$ cat src/rtl/supply_sup_pkg.sv
package supply_sup_pkg;
  localparam int MV_W    = 13;
  localparam int LVL_W   = 3;
  localparam int NUM_LVL = 5;

  typedef logic [MV_W-1:0] mv_t;

  // Clamp a level code into the populated part of the threshold table.
  function automatic logic [LVL_W-1:0] sat_level(input logic [LVL_W-1:0] code,
                                                 input int unsigned top_idx);
    logic [LVL_W-1:0] top_code;
    top_code = top_idx[LVL_W-1:0];
    return (code > top_code) ? top_code : code;
  endfunction

  // Comparator next state with hysteresis: set at/above rise, clear below fall.
  function automatic logic hyst_next(input logic cur, input mv_t lvl,
                                     input mv_t rise_th, input mv_t fall_th);
    if (!cur && (lvl >= rise_th)) return 1'b1;
    if (cur && (lvl < fall_th))   return 1'b0;
    return cur;
  endfunction
endpackage

$ cat src/rtl/hyst_cmp.sv
module hyst_cmp
  import supply_sup_pkg::*;
(
  input  logic clk,
  input  logic rst_n,
  input  mv_t  level_i,
  input  mv_t  rise_th_i,
  input  mv_t  fall_th_i,
  output logic above_o
);
  logic above_q;

  always_ff @(posedge clk or negedge rst_n) begin
    if (!rst_n) above_q <= 1'b0;
    else        above_q <= hyst_next(above_q, level_i, rise_th_i, fall_th_i);
  end

  assign above_o = above_q;

  // Falling trip point always wins on the next edge.
  assert_trip_low_R4: assert property (@(posedge clk) disable iff (!rst_n)
    (level_i < fall_th_i) |=> !above_o);

  // Rising trip point always sets the state on the next edge.
  assert_trip_high_R5: assert property (@(posedge clk) disable iff (!rst_n)
    ((level_i >= rise_th_i) && (rise_th_i > fall_th_i)) |=> above_o);
endmodule

$ cat src/rtl/bor_thr_sel.sv
module bor_thr_sel
  import supply_sup_pkg::*;
#(
  parameter mv_t [NUM_LVL-1:0] RISE_TBL = '{13'd2950, 13'd2650, 13'd2400, 13'd2100, 13'd1850},
  parameter mv_t [NUM_LVL-1:0] FALL_TBL = '{13'd2850, 13'd2550, 13'd2300, 13'd2000, 13'd1750}
) (
  input  logic [LVL_W-1:0] code_i,
  output mv_t              rise_th_o,
  output mv_t              fall_th_o
);
  logic [LVL_W-1:0] lvl;

  assign lvl = sat_level(code_i, NUM_LVL - 1);

  always_comb begin
    rise_th_o = RISE_TBL[NUM_LVL-1];
    fall_th_o = FALL_TBL[NUM_LVL-1];
    for (int i = 0; i < NUM_LVL; i++) begin
      if (lvl == i[LVL_W-1:0]) begin
        rise_th_o = RISE_TBL[i];
        fall_th_o = FALL_TBL[i];
      end
    end
  end
endmodule

$ cat src/rtl/rst_tempo.sv
module rst_tempo #(
  parameter int TEMPO_CYC = 16,
  localparam int CNT_W = $clog2(TEMPO_CYC + 1)
) (
  input  logic clk,
  input  logic rst_n,
  input  logic ok_i,
  output logic release_o
);
  localparam logic [CNT_W-1:0] CNT_TOP = CNT_W'(TEMPO_CYC);

  logic [CNT_W-1:0] cnt_q;

  always_ff @(posedge clk or negedge rst_n) begin
    if (!rst_n)              cnt_q <= '0;
    else if (!ok_i)          cnt_q <= '0;
    else if (cnt_q != CNT_TOP) cnt_q <= cnt_q + 1'b1;
  end

  assign release_o = ok_i && (cnt_q == CNT_TOP);

  // Any loss of the supply-good decision restarts the delay.
  assert_tempo_restart_R10: assert property (@(posedge clk) disable iff (!rst_n)
    !ok_i |=> (cnt_q == '0));

  // Release only emerges after a cycle in which the supply was already good.
  assert_release_after_good_R3: assert property (@(posedge clk) disable iff (!rst_n)
    $rose(release_o) |-> $past(ok_i));

  assert_count_bound_R3: assert property (@(posedge clk) disable iff (!rst_n)
    cnt_q <= CNT_TOP);
endmodule

$ cat src/rtl/supply_rst_sup.sv
module supply_rst_sup
  import supply_sup_pkg::*;
#(
  parameter mv_t POR_RISE_MV = 13'd1520,
  parameter mv_t POR_FALL_MV = 13'd1480,
  parameter mv_t [NUM_LVL-1:0] BOR_RISE_TBL = '{13'd2950, 13'd2650, 13'd2400, 13'd2100, 13'd1850},
  parameter mv_t [NUM_LVL-1:0] BOR_FALL_TBL = '{13'd2850, 13'd2550, 13'd2300, 13'd2000, 13'd1750},
  parameter int  TEMPO_CYC   = 16
) (
  input  logic             clk,
  input  logic             rst_n,
  input  logic [MV_W-1:0]  vdd_mv_i,
  input  logic             bor_en_i,
  input  logic [LVL_W-1:0] bor_lvl_i,
  output logic             sys_rst_n_o
);
  mv_t  bor_rise, bor_fall;
  logic por_good, bor_good, supply_good, tempo_done;

  bor_thr_sel #(
    .RISE_TBL (BOR_RISE_TBL),
    .FALL_TBL (BOR_FALL_TBL)
  ) u_sel (
    .code_i    (bor_lvl_i),
    .rise_th_o (bor_rise),
    .fall_th_o (bor_fall)
  );

  hyst_cmp u_por (
    .clk       (clk),
    .rst_n     (rst_n),
    .level_i   (vdd_mv_i),
    .rise_th_i (POR_RISE_MV),
    .fall_th_i (POR_FALL_MV),
    .above_o   (por_good)
  );

  hyst_cmp u_bor (
    .clk       (clk),
    .rst_n     (rst_n),
    .level_i   (vdd_mv_i),
    .rise_th_i (bor_rise),
    .fall_th_i (bor_fall),
    .above_o   (bor_good)
  );

  // Brown-out, when enabled, masks the power-on/power-down comparator.
  assign supply_good = bor_en_i ? bor_good : por_good;

  rst_tempo #(.TEMPO_CYC(TEMPO_CYC)) u_tempo (
    .clk       (clk),
    .rst_n     (rst_n),
    .ok_i      (supply_good),
    .release_o (tempo_done)
  );

  assign sys_rst_n_o = tempo_done;

  assert_por_trip_R4: assert property (@(posedge clk) disable iff (!rst_n)
    (!bor_en_i && (vdd_mv_i < POR_FALL_MV)) ##1 !bor_en_i |-> !sys_rst_n_o);

  assert_bor_trip_R8: assert property (@(posedge clk) disable iff (!rst_n)
    (bor_en_i && (vdd_mv_i < bor_fall)) ##1 bor_en_i |-> !sys_rst_n_o);

  assert_bor_mask_R7: assert property (@(posedge clk) disable iff (!rst_n)
    (bor_en_i && !bor_good) |-> !sys_rst_n_o);
endmodule

$ cat config.mk
export PLATFORM = sky130hd
export DESIGN_NAME = supply_rst_sup
export DESIGN_NICKNAME = d
export VERILOG_FILES = /design/src/rtl/supply_sup_pkg.sv /design/src/rtl/hyst_cmp.sv /design/src/rtl/bor_thr_sel.sv /design/src/rtl/rst_tempo.sv /design/src/rtl/supply_rst_sup.sv
export SDC_FILE = /design/constraint.sdc
export NUM_CORES = 1
export LEC_CHECK = 0
export BUFFER_PORTS_ARGS = -buffer_cell sky130_fd_sc_hd__buf_4
export CORE_MARGIN = 5
export CORE_UTILIZATION = 30
export CTS_CLUSTER_SIZE = 24
export DETAILED_ROUTE_END_ITERATION = 8
export PLACE_DENSITY = 0.63
export SETUP_SLACK_MARGIN = 0.1
export SLEW_MARGIN = 20
export SYNTH_ARGS = -nofsm -noshare
export SYNTH_HDL_FRONTEND = slang
export SYNTH_SLANG_ARGS = --single-unit
$ cat constraint.sdc
create_clock -name clk -period 1.3 [get_ports clk]
set_input_delay 0.13 -clock clk [delete_from_list [all_inputs] [get_ports clk]]
set_output_delay 0.13 -clock clk [all_outputs]
set_load 0.02 [all_outputs]
# After elaboration in Yosys (flattened, before gate mapping)

Index checks and enable logic that the tools add are counted.

Input bits: 19
Output and inout port bits: 1
Bits in registers: 7
Word-level logic and storage cells: 54

Add/sub/neg operators: 1
Equal/unequal tests: 7
$lt $le $gt $ge: 5
Muxes and demuxes: 28
Reduce and logical (&&, ||, !) cells: 10

Operator list:

| operator               | count |
|---|---|
| $mux W12               | 10 |
| $mux W1                | 15 |
| $ge A13 B11 Y1 const B | 1 |
| $ge A13 B12 Y1         | 1 |
| $lt A13 B11 Y1 const B | 1 |
| $lt A13 B12 Y1         | 1 |
| $mux W5                | 2 |
| $eq A3 B2 Y1 const B   | 2 |
| $add A5 B1 Y5 const B  | 1 |
| $eq A5 B5 Y1 const B   | 1 |
| $logic_and A1 B1 Y1    | 5 |
| $ne A5 B5 Y1 const B   | 1 |
| $reduce_bool A2 Y1     | 2 |
| $eq A3 B1 Y1 const B   | 1 |
| $eq A3 B3 Y1 const B   | 1 |
| $gt A3 B3 Y1 const B   | 1 |
| $logic_not A3 Y1       | 1 |
| $mux W3                | 1 |
| $logic_not A1 Y1       | 2 |
| $ne A2 B2 Y1 const B   | 1 |

# Depth between registers and ports, before layout

Depth after elaboration: 14
Mapped depth: 10
Depth with buffers taken out: 10

# Cells and area by module

Synthesis repeated with hierarchy kept, for this count alone.

Cells, all modules: 238
Area total of the unflattened synthesis: 1,771.7 µm²

By module, submodules not included:

| module         | seq. area each (µm²) | times used | cells an instance | area an instance (µm²) |
|---|---|---|---|---|
| hyst_cmp       | 25.0                 | 2          | 88                | 641.9 |
| rst_tempo      | 125.1                | 1          | 28                | 294.0 |
| bor_thr_sel    | 0.0                  | 1          | 31                | 171.4 |
| supply_rst_sup | 0.0                  | 1          | 3                 | 22.5 |

# Worst setup path before layout

Ideal clock, no wire load.

Kind: input -> register
From: input bor_lvl_i[0]
To: register u_bor.above_q (netlist: u_bor.above_o)
Setup time: 0.126 ns
Buffers on the path: 0
Path slack: -0.368 ns
Data required time: 1.174 ns
Stages: 6
Data arrival time: 1.542 ns
Cells stage by stage: or3_1 -> ha_1 -> a21o_1 -> a2111oi_2 -> o21ai_1 -> o32a_1

Cells in the longest elaborated chain, start to end: 13
Elaborated cells between the ends (all ways): 28
Those cells by class: order compare: 3; eq/ne: 4; mux: 17; reduce/logical: 4

Ends and longest elaborated chain:

| item                                          | line                                       | text |
|---|---|---|
| start, declared                               | supply_rst_sup.sv:14                       | `input logic [LVL_W-1:0] bor_lvl_i,` |
| $gt A3 B3 Y1                                  | supply_sup_pkg.sv:13                       | `return (code > top_code) ? top_code : code;` |
| $mux W3 *                                     | supply_sup_pkg.sv:13                       |  |
| $logic_not A3 Y1                              | bor_thr_sel.sv:19                          | `if (lvl == i[LVL_W-1:0]) begin` |
| $mux W12 (5 in series)                        | bor_thr_sel.sv:19                          |  |
| $lt A13 B12 Y1                                | supply_sup_pkg.sv:20                       | `if (cur && (lvl < fall_th)) return 1'b0;` |
| $logic_and A1 B1 Y1                           | supply_sup_pkg.sv:20                       |  |
| $mux W1                                       | supply_sup_pkg.sv:20                       |  |
| $mux W1, on equally long branches             | supply_sup_pkg.sv:21, supply_sup_pkg.sv:20 |  |
| $mux W1 or $reduce_bool A2 Y1 (tied branches) | --                                         |  |
| end signal, assigned                          | hyst_cmp.sv:15                             | `else above_q <= hyst_next(above_q, level_i, rise_th_i, fall_th_i);` |
| end, declared                                 | hyst_cmp.sv:11                             | `logic above_q;` |

Every way passes the cells marked *; elsewhere a longest branch is shown, timed or not. The select of a mux whose other input is x is not followed.
A chain may end at the register's enable or synchronous reset.

# Worst setup path in the final report

From: input bor_lvl_i[1]
To: register u_bor.above_q (netlist: u_bor.above_o)

The elaborated chain is that of the path after synthesis.

==> qor.txt <==
Tightest Pin Transition = 0.274 ns
Main flop type after synthesis = dfrtp_1
Post-synth ARST share = 100%
Routed WL = 2430 um
Clk_lat worst skew = 0.25 ns
Final #Nets = 190
Clock buffer count from CTS = 3
Post-synthesis sequential area ratio = 19.3%
Post-synth EDFFs = 0
Final worst slack = -0.223 ns
First-pass GRT wire length = 3930 um
Setup crit end kind = flop
Largest family of logic cells by synthesized area = adder cells
Gate power share = 54.0%
Max-Cap Viols = 0
Reg power frac = 29.2%
Site row count = 20
Synth Area in Compound Gates = 16.6%
Post-DP HPWL = 2030 um
Final Instance Area = 1370 um^2
Synthesized instance count = 106
Pwr dens = 868 nW/um^2
HP Class = input port to flop
CP top delay family = compound AO/OA/AOI/OAI gates
Core box area = 2980 um^2
Fraction of layout cells with a size suffix above 1 = 38.8%
RSZ-0062 raised after global routing = yes
# DRC = 0
Slowest-stage cell, CP = or3_4
CP Class = input port to flop
Syn nets = 148
H-tree depth = 1
Most frequent cells in the layout = buf_4, ha_1, nor2_1
I/O pin cnt = 20
Final setup viols = 3
Die Wd = 65.0 um
Yosys warns = 0
Peak VDD IR = 0.263 mV
Setup Skew = 0.00448 ns
Synth Register Bits = 7
Pint = 0.746 mW
Clock power frac = 16.8%
Vias in the first global route = 979
Gr usage total = 11.9%
Tcrit/Tclk final = 117%
Switching power = 0.442 mW
Die H = 65.0 um
Leak Pwr = 0.668 nW
Min Tclk post-route = 1.52 ns
Worst EP required = 1.43 ns
Failing checks = setup timing
Run status = complete, but fails checks
Initial Util = 30.4%
Vias = 917
Mux contribution to synthesized area = 2.21%
Worst EP arrival = 1.65 ns
Clock slew at reported path FFs = 0.05 ns
Clock sink count = 7
1st-pass router iterations = 6
I/O Buffers = 19
Xor-xnor portion of the synthesized cell area = 5.80%
Sw frac = 37.2%
Root Buffer = clkbuf_4
Initial antenna violation count = 0
Synth Area in Simple Gates = 19.8%
Worst slack at placement = -0.499 ns
Crit path cell chain = buf_8, or3_4, ha_4, a21o_1, a2111oi_4, o21ai_1, o32a_1
F_max = 657 MHz
Grt total ovfl = 0
Core Util, Final = 45.9%
Tot Pwr = 1.19 mW
Distinct cells, synth = 29
Diode count = 0
Fin. max-slew vios = 0
Detail Route Antenna Nets = 0
Clock Tree Buf Depth = 2
Drt wl/cell = 13.5 um
Most common cell after layout, fill and taps aside = buf_4
Post-synthesis adder-cell area fraction = 31.8%
Max incr delay on CP = 0.41 ns
Avg Vias per Cell = 5.09
Final hold vios = 0
CTS tree = built
Layout area overhead = 51.0%
Startpoint types = input port
Mapped Area = 906 um^2
Syn Area/Cell = 8.55 um^2
Placed Area = 1230 um^2
Worst-path fanout max = 4
DRT iter0 DRCs = 19
Die area = 4220 um^2
Bufs and invs on worst path = 1
Largest net degree at the start of global routing = 8
Routability cong. = 0.812
Max_slew headroom = 81.6%
## worst min-delay path, cell delays in order
cell,delay (ns)
buf_4,0.10
nor2_1,0.04
nand2_1,0.04
## area by class of cell
type	count	area [um^2]
well taps	33	41.3
fillers	303	1610
flip-flops and latches	7	175
repair buffers	37	299
inverters	11	41.3
clock buffers	4	26.3
multi-input cells	88	785
## cell families after synthesis
logic type | Yosys count
simple gates | 34
compound gates | 23
fa+ha+maj | 23
buf+inv | 11
flops | 7
xor+xnor | 6
mux | 2
## cells in the mapped netlist, types with 4 or more instances
| master | instances | area, um^2 |
|---|---|---|
| ha_1 | 23 | 288 |
| a21oi_1 | 7 | 35.0 |
| inv_1 | 9 | 33.8 |
| nor2b_1 | 4 | 25.0 |
| dfrtp_1 | 7 | 175 |
| o21ai_0 | 5 | 25.0 |
| xnor2_1 | 4 | 35.0 |
| nand2_1 | 6 | 22.5 |
| nor2_1 | 11 | 41.3 |
| nand3_1 | 4 | 20.0 |
## power groups by stage
stage | Sequential [mW] | Combinational, mW | Clock (mW)
2_1_floorplan | 0.335 | 0.286 | 0
3_3_place_gp | 0.337 | 0.477 | 0
3_5_place_dp | 0.340 | 0.509 | 0
4_1_cts | 0.342 | 0.603 | 0.208
5_1_grt | 0.353 | 0.713 | 0.214
6_report | 0.347 | 0.641 | 0.200
## registers in the layout, summed over array words and instances, names as in the netlist
register and count:
u_bor.above_o 1, u_por.above_o 1, u_tempo.cnt_q 5
## routing by layer
metal / global-route usage, % / wire length (um) / vias to the layer above
li1: - / - / 460
met4: 2.11 / 34 / 0
met2: 25.9 / 1380 / 19
met5: 0 / 0 / -
met1: 10.8 / 928 / 432
met3: 2.60 / 89 / 6
## what timing repair did
action | CTS | global route
pin swaps | 1 | 7
hold endpoints to repair | 7 | 0
setup endpoints to repair | 4 | 6
gates resized for setup | 11 | 7
buffers inserted | 4 | 0
hold buffers | 1 | 0
## metrics by stage
step,cells,hold WS (ns),setup TNS (ns)
3_5_place_dp,173,-0.0523,-0.509
6_report,180,0.0965,-0.413
3_3_place_gp,173,-0.0545,-0.431
2_1_floorplan,106,-0.166,-0.251
4_1_cts,182,0.0952,-0.451
5_1_grt,180,0.0962,-0.558
## final timing paths
check	from	endpoint	slack, ns	cells past startpoint
max	bor_lvl_i[1]	u_bor.above_o$_DFFE_PN0P_	-0.22	7
min	vdd_mv_i[11]	u_por.above_o$_DFFE_PN0P_	0.1	3
max reg2reg	u_tempo.cnt_q[0]$_DFFE_PN0N_	u_tempo.cnt_q[1]$_DFFE_PN0N_	-0.01	6
min reg2reg	u_tempo.cnt_q[4]$_DFFE_PN0N_	u_tempo.cnt_q[4]$_DFFE_PN0N_	0.59	2
max in group asynchronous	rst_n	u_tempo.cnt_q[0]$_DFFE_PN0N_	0.95	2
min in group asynchronous	rst_n	u_tempo.cnt_q[2]$_DFFE_PN0N_	0.23	2
(Power assumes the default switching activity.)
